### src/rtl/stack_seq_pkg.sv
package stack_seq_pkg;

  typedef enum logic [2:0] {
    OP_PUSH_BYTE = 3'd0,
    OP_PULL_BYTE = 3'd1,
    OP_PUSH_STAT = 3'd2,
    OP_PULL_STAT = 3'd3,
    OP_CALL      = 3'd4,
    OP_RETURN    = 3'd5,
    OP_RETI      = 3'd6,
    OP_BREAK     = 3'd7
  } flow_op_e;

  // kind of memory access a step performs
  typedef enum logic [1:0] {
    ACC_PUSH   = 2'd0,
    ACC_PULL   = 2'd1,
    ACC_VEC_LO = 2'd2,
    ACC_VEC_HI = 2'd3
  } acc_e;

  // source of write data
  typedef enum logic [1:0] {
    WS_DATA   = 2'd0,
    WS_RET_HI = 2'd1,
    WS_RET_LO = 2'd2,
    WS_STAT   = 2'd3
  } wsel_e;

  // destination of read data
  typedef enum logic [1:0] {
    RD_BYTE = 2'd0,
    RD_STAT = 2'd1,
    RD_LO   = 2'd2,
    RD_HI   = 2'd3
  } rsel_e;

  typedef struct packed {
    acc_e  acc;
    wsel_e wsel;
    rsel_e rsel;
    logic  last;
  } step_t;

  // status bit positions the sequencer manipulates
  localparam int unsigned IRQ_BIT   = 2;
  localparam int unsigned DEC_BIT   = 3;
  localparam int unsigned BRK_BIT   = 4;
  localparam int unsigned SPARE_BIT = 5;

  function automatic logic [7:0] stat_to_stack(input logic [7:0] p);
    logic [7:0] v;
    v = p;
    v[BRK_BIT] = 1'b1;
    return v;
  endfunction

  function automatic logic [7:0] stat_from_stack(input logic [7:0] b);
    logic [7:0] v;
    v = b;
    v[SPARE_BIT] = 1'b1;
    v[BRK_BIT]   = 1'b0;
    return v;
  endfunction

  function automatic logic [7:0] stat_after_break(input logic [7:0] p);
    logic [7:0] v;
    v = p;
    v[IRQ_BIT] = 1'b1;
    v[DEC_BIT] = 1'b0;
    return v;
  endfunction

  function automatic step_t mk_step(input acc_e a, input wsel_e w, input rsel_e r,
                                    input logic l);
    step_t s;
    s.acc  = a;
    s.wsel = w;
    s.rsel = r;
    s.last = l;
    return s;
  endfunction

endpackage

### src/rtl/ssq_step_rom.sv
module ssq_step_rom
  import stack_seq_pkg::*;
#(
  parameter int unsigned STEP_W = 3
) (
  input  flow_op_e            op,
  input  logic [STEP_W-1:0]   step,
  output step_t               st
);

  localparam logic [STEP_W-1:0] S0 = STEP_W'(0);
  localparam logic [STEP_W-1:0] S1 = STEP_W'(1);
  localparam logic [STEP_W-1:0] S2 = STEP_W'(2);
  localparam logic [STEP_W-1:0] S3 = STEP_W'(3);

  always_comb begin
    st = mk_step(ACC_PUSH, WS_DATA, RD_BYTE, 1'b1);
    unique case (op)
      OP_PUSH_BYTE: st = mk_step(ACC_PUSH, WS_DATA, RD_BYTE, 1'b1);
      OP_PULL_BYTE: st = mk_step(ACC_PULL, WS_DATA, RD_BYTE, 1'b1);
      OP_PUSH_STAT: st = mk_step(ACC_PUSH, WS_STAT, RD_BYTE, 1'b1);
      OP_PULL_STAT: st = mk_step(ACC_PULL, WS_DATA, RD_STAT, 1'b1);
      OP_CALL: begin
        if (step == S0) st = mk_step(ACC_PUSH, WS_RET_HI, RD_BYTE, 1'b0);
        else            st = mk_step(ACC_PUSH, WS_RET_LO, RD_BYTE, 1'b1);
      end
      OP_RETURN: begin
        if (step == S0) st = mk_step(ACC_PULL, WS_DATA, RD_LO, 1'b0);
        else            st = mk_step(ACC_PULL, WS_DATA, RD_HI, 1'b1);
      end
      OP_RETI: begin
        if (step == S0)      st = mk_step(ACC_PULL, WS_DATA, RD_STAT, 1'b0);
        else if (step == S1) st = mk_step(ACC_PULL, WS_DATA, RD_LO,   1'b0);
        else                 st = mk_step(ACC_PULL, WS_DATA, RD_HI,   1'b1);
      end
      OP_BREAK: begin
        if (step == S0)      st = mk_step(ACC_PUSH,   WS_RET_HI, RD_BYTE, 1'b0);
        else if (step == S1) st = mk_step(ACC_PUSH,   WS_RET_LO, RD_BYTE, 1'b0);
        else if (step == S2) st = mk_step(ACC_PUSH,   WS_STAT,   RD_BYTE, 1'b0);
        else if (step == S3) st = mk_step(ACC_VEC_LO, WS_DATA,   RD_LO,   1'b0);
        else                 st = mk_step(ACC_VEC_HI, WS_DATA,   RD_HI,   1'b1);
      end
      default: st = mk_step(ACC_PUSH, WS_DATA, RD_BYTE, 1'b1);
    endcase
  end

endmodule

### src/rtl/ssq_addr_gen.sv
module ssq_addr_gen
  import stack_seq_pkg::*;
#(
  parameter int unsigned AW         = 16,
  parameter int unsigned DW         = 8,
  parameter int unsigned STACK_PAGE = 'h01,
  parameter int unsigned VECTOR     = 'hFFFE
) (
  input  acc_e           acc,
  input  logic [DW-1:0]  sp,
  output logic [AW-1:0]  addr,
  output logic [DW-1:0]  sp_nxt
);

  localparam int unsigned PW = AW - DW;
  localparam logic [PW-1:0] PAGE   = PW'(STACK_PAGE);
  localparam logic [AW-1:0] VEC_LO = AW'(VECTOR);
  localparam logic [AW-1:0] VEC_HI = AW'(VECTOR + 1);
  localparam logic [DW-1:0] ONE_D  = DW'(1);

  logic [DW-1:0] sp_inc;
  logic [DW-1:0] sp_dec;

  assign sp_inc = sp + ONE_D;
  assign sp_dec = sp - ONE_D;

  always_comb begin
    unique case (acc)
      ACC_PUSH: begin
        addr   = {PAGE, sp};
        sp_nxt = sp_dec;
      end
      ACC_PULL: begin
        addr   = {PAGE, sp_inc};
        sp_nxt = sp_inc;
      end
      ACC_VEC_LO: begin
        addr   = VEC_LO;
        sp_nxt = sp;
      end
      default: begin
        addr   = VEC_HI;
        sp_nxt = sp;
      end
    endcase
  end

endmodule

### src/rtl/stack_flow_seq.sv
module stack_flow_seq
  import stack_seq_pkg::*;
#(
  parameter int unsigned AW         = 16,
  parameter int unsigned DW         = 8,
  parameter int unsigned STACK_PAGE = 'h01,
  parameter int unsigned VECTOR     = 'hFFFE,
  parameter int unsigned SP_RESET   = 'hFF,
  parameter int unsigned P_RESET    = 'h34,
  parameter int unsigned STEP_W     = 3
) (
  input  logic          clk,
  input  logic          rst,
  input  logic          start,
  input  logic [2:0]    op,
  input  logic [AW-1:0] pc_in,
  input  logic [DW-1:0] sp_in,
  input  logic [DW-1:0] p_in,
  input  logic [AW-1:0] target_in,
  input  logic [DW-1:0] push_data,
  output logic [AW-1:0] mem_addr,
  output logic          mem_we,
  output logic          mem_re,
  output logic [DW-1:0] mem_wdata,
  input  logic [DW-1:0] mem_rdata,
  output logic          busy,
  output logic          done,
  output logic [AW-1:0] pc_out,
  output logic [DW-1:0] sp_out,
  output logic [DW-1:0] p_out,
  output logic [DW-1:0] pull_data
);

  localparam logic [AW-1:0]     ONE_A    = AW'(1);
  localparam logic [STEP_W-1:0] ONE_S    = STEP_W'(1);
  localparam logic [DW-1:0]     SP_INIT  = DW'(SP_RESET);
  localparam logic [DW-1:0]     P_INIT   = DW'(P_RESET);

  flow_op_e            op_q;
  logic [STEP_W-1:0]   step_q;
  logic                busy_q;
  logic                done_q;
  logic [DW-1:0]       sp_w;
  logic [DW-1:0]       p_w;
  logic [AW-1:0]       ret_q;
  logic [AW-1:0]       pc_q;
  logic [AW-1:0]       tgt_q;
  logic [DW-1:0]       lo_q;
  logic [DW-1:0]       dat_q;

  step_t               st;
  logic [AW-1:0]       addr_c;
  logic [DW-1:0]       sp_nxt;
  logic                is_push;
  logic [DW-1:0]       wdata_c;
  logic [AW-1:0]       word_rd;
  logic [AW-1:0]       pc_fin;
  logic [DW-1:0]       p_fin;

  ssq_step_rom #(.STEP_W(STEP_W)) u_rom (
    .op   (op_q),
    .step (step_q),
    .st   (st)
  );

  ssq_addr_gen #(
    .AW(AW), .DW(DW), .STACK_PAGE(STACK_PAGE), .VECTOR(VECTOR)
  ) u_addr (
    .acc    (st.acc),
    .sp     (sp_w),
    .addr   (addr_c),
    .sp_nxt (sp_nxt)
  );

  assign is_push = (st.acc == ACC_PUSH);

  always_comb begin
    unique case (st.wsel)
      WS_DATA:   wdata_c = dat_q;
      WS_RET_HI: wdata_c = ret_q[AW-1:AW-DW];
      WS_RET_LO: wdata_c = ret_q[DW-1:0];
      default:   wdata_c = stat_to_stack(p_w);
    endcase
  end

  // a 16-bit value read in two halves, high half arriving on the last step
  assign word_rd = {mem_rdata, lo_q};

  always_comb begin
    unique case (op_q)
      OP_CALL:   pc_fin = tgt_q;
      OP_RETURN: pc_fin = word_rd + ONE_A;
      OP_RETI,
      OP_BREAK:  pc_fin = word_rd;
      default:   pc_fin = pc_q;
    endcase
  end

  always_comb begin
    if (st.rsel == RD_STAT && st.acc == ACC_PULL) p_fin = stat_from_stack(mem_rdata);
    else if (op_q == OP_BREAK)                   p_fin = stat_after_break(p_w);
    else                                         p_fin = p_w;
  end

  always_ff @(posedge clk) begin
    if (rst) begin
      op_q      <= OP_PUSH_BYTE;
      step_q    <= '0;
      busy_q    <= 1'b0;
      done_q    <= 1'b0;
      sp_w      <= SP_INIT;
      p_w       <= P_INIT;
      ret_q     <= '0;
      pc_q      <= '0;
      tgt_q     <= '0;
      lo_q      <= '0;
      dat_q     <= '0;
      pc_out    <= '0;
      sp_out    <= SP_INIT;
      p_out     <= P_INIT;
      pull_data <= '0;
    end else begin
      done_q <= 1'b0;
      if (!busy_q) begin
        if (start) begin
          op_q   <= flow_op_e'(op);
          step_q <= '0;
          busy_q <= 1'b1;
          sp_w   <= sp_in;
          p_w    <= p_in;
          pc_q   <= pc_in;
          tgt_q  <= target_in;
          dat_q  <= push_data;
          ret_q  <= (flow_op_e'(op) == OP_CALL) ? (pc_in - ONE_A) : (pc_in + ONE_A);
        end
      end else begin
        sp_w   <= sp_nxt;
        step_q <= step_q + ONE_S;
        if (!is_push) begin
          unique case (st.rsel)
            RD_STAT: p_w       <= stat_from_stack(mem_rdata);
            RD_LO:   lo_q      <= mem_rdata;
            RD_BYTE: pull_data <= mem_rdata;
            default: ;
          endcase
        end
        if (st.last) begin
          busy_q <= 1'b0;
          done_q <= 1'b1;
          sp_out <= sp_nxt;
          p_out  <= p_fin;
          pc_out <= pc_fin;
        end
      end
    end
  end

  assign busy      = busy_q;
  assign done      = done_q;
  assign mem_addr  = addr_c;
  assign mem_we    = busy_q & is_push;
  assign mem_re    = busy_q & ~is_push;
  assign mem_wdata = wdata_c;

endmodule

### config.mk
export PLATFORM = sky130hd
export DESIGN_NAME = stack_flow_seq
export DESIGN_NICKNAME = d
export VERILOG_FILES = /design/src/rtl/stack_seq_pkg.sv /design/src/rtl/ssq_step_rom.sv /design/src/rtl/ssq_addr_gen.sv /design/src/rtl/stack_flow_seq.sv
export SDC_FILE = /design/constraint.sdc
export NUM_CORES = 1
export LEC_CHECK = 0
export ABC_CLOCK_PERIOD_IN_PS = 4600
export BUFFER_PORTS_ARGS = -buffer_cell sky130_fd_sc_hd__buf_4
export CAP_MARGIN = 10
export CORE_UTILIZATION = 50
export CTS_BUF_LIST = sky130_fd_sc_hd__clkbuf_8
export DETAILED_ROUTE_END_ITERATION = 10
export HOLD_SLACK_MARGIN = 0.12
export PLACE_DENSITY = 0.73
export SKIP_LAST_GASP = 1
export SLEW_MARGIN = 5
export SYNTH_ARGS = -nofsm -noshare
export SYNTH_HDL_FRONTEND = slang
export SYNTH_SLANG_ARGS = --single-unit
### constraint.sdc
create_clock -name clk -period 4.6 [get_ports clk]
set_input_delay 0.92 -clock clk [delete_from_list [all_inputs] [get_ports clk]]
set_output_delay 0.92 -clock clk [all_outputs]
set_load 0.03 [all_outputs]
==> flow_summary.json, run 1 <==
{
  "status": "finished clean",
  "num_rows": 44,
  "setup_viol": 0,
  "hold_buffers": 0,
  "worst_slack_ns": 0.842,
  "drt_iter0_drc": 735,
  "insertion_delay_ns": 0.45,
  "synth_cells": 909,
  "hold_ws_ns": 0.455,
  "core_area_sq_mm": 0.0145,
  "overflow": 0,
  "path_buf_inv": 2,
  "max_freq_mhz": 266,
  "drt_first_pass_iters": 5,
  "seq_area_frac_synth": 0.348,
  "cts_buffer_depth": 2,
  "synth_area_sq_mm": 0.00737,
  "start_util": 0.509,
  "synth-async-reset-ratio": 0,
  "finalClockSkew_ns": 0.00813,
  "switching_share": 0.296,
  "grt_pass1_vias": 6342,
  "nNetsFinal": 1102,
  "power_frac_clock": 0.377,
  "post-route-period-util": 0.817,
  "combPwrFrac": 0.210,
  "final_common_cell": "nand2_1",
  "grt_pass1_wl_mm": 33.8,
  "wirelength_mm": 21.9,
  "via_per_inst": 6.01,
  "antenna_cells": 0,
  "clk_pin_slew_worst_paths_ns": 0.07,
  "die-area_sq_mm": 0.0152,
  "start_kind": "flip-flop",
  "dpl_worst_slack_ns": 1.28,
  "max_stage_delay_ns": 0.69,
  "ant_nets": 0,
  "grt_max_degree": 66,
  "synth-edff-count": 0,
  "die_y_um": 123,
  "crit_fanout": 17,
  "peakVddDrop_mv": 0.180,
  "ys_warn_count": 0,
  "antenna_found_initial": 0,
  "htree_num_levels": 4,
  "path_cells": "buf_4 -> nor2_1 -> a22o_1 -> a32oi_4 -> mux2i_1 -> mux2i_1 -> buf_4",
  "rsz0062_at_grt": "false",
  "synth_seq_cells": 128,
  "portBuffers": 136,
  "clock_sinks": 128,
  "hp-class": "flip-flop to flip-flop",
  "numCtsBuffers": 17,
  "final_hold_viol_count": 0,
  "fin_tns_setup_ns": 0,
  "synth_fp_nets": 1002,
  "synth_ff_type": "dfxtp_1",
  "cts_resized": 0,
  "dp.cells": 1174,
  "cp.required_ns": 3.68,
  "final_cell_mix": "160 x nand2_1, 149 x buf_4, 128 x dfxtp_1",
  "num_io_pins": 138,
  "tightest_slew_ns": 0.895,
  "instances_no_fill": 1206,
  "postSynthAreaPerCell_sq_um": 8.11,
  "tritoncts": "yes",
  "final_area_sq_mm": 0.00887,
  "p_switching_uw": 883,
  "wire_per_inst_um": 18.2,
  "leakagePower_nw": 3.81,
  "dpl-instance-area_sq_mm": 0.00841,
  "relSlewSlack": 0.401,
  "slew_viol_final": 0,
  "path_class": "flip-flop to primary output",
  "fin_crit_ns": 3.76,
  "track_usage": 0.292,
  "finalPower_mw": 2.98,
  "power.density_mw_per_mm2": 336,
  "crit_path_end_kind": "primary output",
  "finalWeightedCongestion": 0.931,
  "hpwl_mm": 15.9,
  "synth_cell_types": 89,
  "crit_arrival_ns": 2.84,
  "cts_setup_buffers": 0,
  "drc_errors": 0,
  "share_seq_of_total_power": 0.413,
  "cp_slowest_cell": "nor2_1",
  "p_int_mw": 2.10,
  "dr_total_vias": 7248,
  "root_buffer": "clkbuf_8",
  "final_util": 0.613,
  "drv_cap": 0,
  "drive_above_1_share": 0.204,
  "cpLargestDelayFamily": "simple AND/OR/NAND/NOR gates",
  "dieWidth_um": 123,
  "synthToLayoutAreaGrowth_pct": 20.3
}
## final timing paths
check / startpoint / endpoint / slack [ns] / depth (start not counted)
worst min register to register: pc_q[8] / pc_q[8] / 0.46 / 2
worst max-delay path: op_q[1] / mem_wdata[6] / 0.84 / 7
worst max register to register: step_q[0] / pc_out[9] / 1.95 / 8
worst min-delay path: pc_q[8] / pc_q[8] / 0.46 / 2
## per-layer routing
| metal | GRT usage | part of all wire | vias up | wire [um] |
|---|---|---|---|---|
| met5 | 0 | 0 | - | 0 |
| met4 | 0.0971 | 0.019 | 0 | 427 |
| met3 | 0.0641 | 0.065 | 31 | 1430 |
| met2 | 0.458 | 0.46 | 279 | 10200 |
| met1 | 0.396 | 0.45 | 3426 | 9890 |
| li1 | - | - | 3512 | - |
## power groups by stage
stage / clock [mW] / combinational (mW) / sequential [mW]
finish: 1.12 / 0.626 / 1.23
CTS: 1.14 / 0.622 / 1.23
global placement: 0 / 0.615 / 1.26
floorplan: 0 / 0.407 / 1.26
detailed placement: 0 / 0.619 / 1.26
global route: 1.19 / 0.680 / 1.24
## registers in the layout, summed over array words and instances (netlist names)
signal / count
op_q: 3
sp_out: 8
busy: 1
pc_out: 16
pull_data: 8
sp_w: 8
dat_q: 8
p_w: 8
pc_q: 16
p_out: 8
done: 1
ret_q: 16
lo_q: 8
step_q: 3
tgt_q: 16
## cells by family after synthesis
logic type / synth area share
AOI/OAI and AO/OA: 0.250
xor gates and xnor gates: 0.0143
adders and majority gates: 0.0400
buffers and inverters: 0.0552
DFF: 0.348
muxes: 0.0881
other: 0.000509
and+or+nand+nor: 0.204
## worst register-to-register path: stages, from the launching register on
cell and delay [ns]:
dfxtp_1 0.35, inv_1 0.11, ha_1 0.32, nor2b_1 0.30, o31ai_2 0.15, o21ai_1 0.23
clkinv_1 0.60, nand2_1 0.34, o211ai_1 0.13
## layout make-up
type                       count  area [sq um]
clock buffer                  20           275
tap                          184           230
timing repair buffer         149          1120
clock inverter                12           189
inverter                      21          78.8
sequential                   128          2560
multi-input combinational    692          4420
fill                        1364          5610
## synth_stat cells, types with 7 or more instances
| library cell | n | area (sq um) |
|---|---|---|
| nand2_1 | 161 | 604 |
| a211oi_1 | 16 | 120 |
| o21ai_0 | 33 | 165 |
| a22o_1 | 10 | 87.6 |
| o21a_1 | 9 | 67.6 |
| and3_1 | 9 | 56.3 |
| nand3_1 | 22 | 110 |
| mux2i_1 | 57 | 571 |
| ha_1 | 22 | 275 |
| nor3_1 | 24 | 120 |
| a31oi_1 | 7 | 43.8 |
| inv_1 | 17 | 63.8 |
| nor2b_1 | 8 | 50.1 |
| buf_2 | 11 | 55.1 |
| buf_4 | 7 | 52.6 |
| a21oi_1 | 88 | 440 |
| clkbuf_1 | 39 | 146 |
| dfxtp_1 | 128 | 2560 |
| xor2_1 | 7 | 61.3 |
| a2bb2oi_1 | 7 | 61.3 |
| nor2_1 | 51 | 191 |
| o211ai_1 | 9 | 67.6 |
| nand4_1 | 9 | 56.3 |
| o2bb2ai_1 | 10 | 87.6 |
| mux2_2 | 7 | 78.8 |
Note: power is estimated with default switching activity, not from simulation.
==> run 2, diff against run 1 <==
--- a/config.mk
+++ b/config.mk
@@ -5,7 +5,8 @@
 export SDC_FILE = /design/constraint.sdc
 export NUM_CORES = 1
 export LEC_CHECK = 0
-export ABC_CLOCK_PERIOD_IN_PS = 4600
+export ABC_AREA = 1
+export ABC_CLOCK_PERIOD_IN_PS = 3500
 export BUFFER_PORTS_ARGS = -buffer_cell sky130_fd_sc_hd__buf_4
 export CAP_MARGIN = 10
 export CORE_UTILIZATION = 50
==> constraint.sdc (replaced) <==
create_clock -name clk -period 3.5 [get_ports clk]
set_input_delay 0.7 -clock clk [delete_from_list [all_inputs] [get_ports clk]]
set_output_delay 0.7 -clock clk [all_outputs]
set_load 0.03 [all_outputs]
==> flow_summary.json, run 2 <==
{
  "drc_errors": 0,
  "r2r_slack_ns": 1.07,
  "numCtsBuffers": 17,
  "synth_area_sq_mm": 0.00736,
  "cts_buffer_depth": 2,
  "status": "finished clean",
  "wire_per_inst_um": 15.0,
  "nNetsFinal": 1348,
  "r2r-end": "p_out[5]",
  "insertion_delay_ns": 0.46,
  "finalWeightedCongestion": 0.934,
  "portBuffers": 136,
  "drive_above_1_share": 0.165,
  "postSynthAreaPerCell_sq_um": 6.41,
  "startpoint": "step_q[0]",
  "synth-async-reset-ratio": 0,
  "synthMostInstantiatedCell": "nand2_1",
  "final_common_cell": "nand2_1",
  "crit_path_end_kind": "primary output",
  "rsz0062_at_grt": "false",
  "r2r_cells": 10,
  "relSlewSlack": 0.474,
  "slew_viol_final": 0,
  "synth_cells": 1149,
  "crit_cells": 10,
  "synth_seq_cells": 128,
  "setup_viol": 0,
  "grt_max_degree": 75,
  "core_area_sq_mm": 0.0141,
  "synthTopCellsByArea": "dfxtp_1 35%, nand2_1 15%, nor2_1 11%",
  "ys_warn_count": 0,
  "antenna_found_initial": 0,
  "die-area_sq_mm": 0.0152,
  "synth_area_leader_cell": "dfxtp_1",
  "htree_num_levels": 4,
  "fin_tns_setup_ns": 0,
  "cp_slowest_cell": "dfxtp_1",
  "max_freq_mhz": 311,
  "seq_area_frac_synth": 0.348,
  "antenna_cells": 0,
  "synth_top_area_frac": 0.348,
  "track_usage": 0.296,
  "drv_cap": 0,
  "fin_crit_ns": 3.22,
  "leakagePower_nw": 4.38,
  "crit_fanout": 21,
  "tritoncts": "yes",
  "grt_pass1_wl_mm": 34.6,
  "drt_iter0_drc": 644,
  "final_hold_viol_count": 0,
  "final_util": 0.630,
  "tightest_slew_ns": 0.787,
  "finalPower_mw": 4.22,
  "synth_ff_type": "dfxtp_1",
  "num_io_pins": 138,
  "max_stage_delay_ns": 0.37,
  "path_buf_inv": 4,
  "clock_sinks": 128,
  "crit-reg2reg-launch": "step_q[0]",
  "wirelength_mm": 21.7,
  "cpLargestDelayFamily": "buffers and inverters",
  "crit_arrival_ns": 2.52,
  "dr_total_vias": 7676,
  "overflow": 0,
  "synthToLayoutAreaGrowth_pct": 20.6,
  "drt_first_pass_iters": 6,
  "path_cells": "inv_1 -> ha_1 -> inv_1 -> nor2_1 -> nor2_4 -> nand2_2 -> clkinv_2 -> a21oi_1 -> o21ai_0 -> buf_4",
  "hp-class": "flip-flop to flip-flop",
  "die_y_um": 123,
  "synth_cell_types": 40,
  "post-route-period-util": 0.920,
  "cp.required_ns": 2.80,
  "num_rows": 43,
  "power.density_mw_per_mm2": 476,
  "start_kind": "flip-flop",
  "dieWidth_um": 123,
  "peakVddDrop_mv": 0.332,
  "ant_nets": 0,
  "synth_fp_nets": 1242,
  "crit_path_frequent_cell": "inv_1",
  "start_util": 0.522,
  "grt_pass1_vias": 6789,
  "clk_pin_slew_worst_paths_ns": 0.09,
  "synth-edff-count": 0,
  "via_per_inst": 5.30,
  "endpoint": "mem_addr[6]",
  "path_class": "flip-flop to primary output",
  "root_buffer": "clkbuf_8",
  "final_cell_mix": "292 x nand2_1, 215 x nor2_1, 143 x buf_4",
  "synth_common_cells": "292 x nand2_1, 216 x nor2_1, 128 x dfxtp_1",
  "finalClockSkew_ns": 0.0120,
  "hpwl_mm": 15.9
}
-- run 2: kinds of logic after synthesis --
logic type	synth area share
DFF	0.348
xor gates and xnor gates	0.0131
other	0.000509
and+or+nand+nor	0.371
adders and majority gates	0.0401
AOI/OAI and AO/OA	0.134
buffers and inverters	0.0933
-- run 2: worst min-delay path by stage --
| stage | slack [ns] | cells past startpoint | from | end |
|---|---|---|---|---|
| 2_1_floorplan | 0.43 | 2 | p_w[4] | p_w[4] |
| 3_3_place_gp | 0.44 | 2 | pc_out[12] | pc_out[12] |
| 3_5_place_dp | 0.44 | 2 | pc_out[12] | pc_out[12] |
| 4_1_cts | 0.44 | 3 | target_in[11] | tgt_q[11] |
| 5_1_grt | 0.45 | 3 | target_in[14] | tgt_q[14] |
| 6_report | 0.46 | 2 | pc_out[12] | pc_out[12] |
-- run 2: power by group --
part / switching [mW] / internal, mW
Combinational: 0.633 / 0.352
Clock: 0.677 / 0.875
Sequential: 0.109 / 1.58
Total: 1.42 / 2.80
-- run 2: layer usage --
metal  global-route usage  wire length [um]
met1                0.400              9840
met2                0.465              9980
met3               0.0618              1480
met4                0.102               417
met5                    0                 0
-- run 2: what timing repair did --
item / 4_1_cts / 5_1_grt
hold buffers: 0 / 0
setup endpoints to repair: 0 / 10
gates resized for setup: 0 / 1
setup buffers: 0 / 0
-- run 2: final cells by class --
cell class,instances,area [sq um]
flip-flops and latches,128,2560
well taps,180,225
multi-input cells,859,4120
fillers,1359,5220
inverters,105,398
clock buffers,17,234
repair buffers,144,1090
clock inverters,15,245
-- run 2: stage by stage --
step	area (sq um)	setup slack, ns	std cells	hold slack (ns)
3_5_place_dp	8400	0.632	1416	0.441
2_1_floorplan	7360	0.996	1149	0.429
4_1_cts	8880	0.135	1448	0.441
5_1_grt	8880	0.0483	1448	0.448
3_3_place_gp	8400	0.687	1416	0.440
6_report	8880	0.280	1448	0.456
-- run 2: worst register-to-register path, delay by kind of cell, from the launching register on --
family	cells	cell delay, ns
buf+inv	2	0.17
flops	1	0.44
fa+ha+maj	1	0.23
simple gates	7	1.47
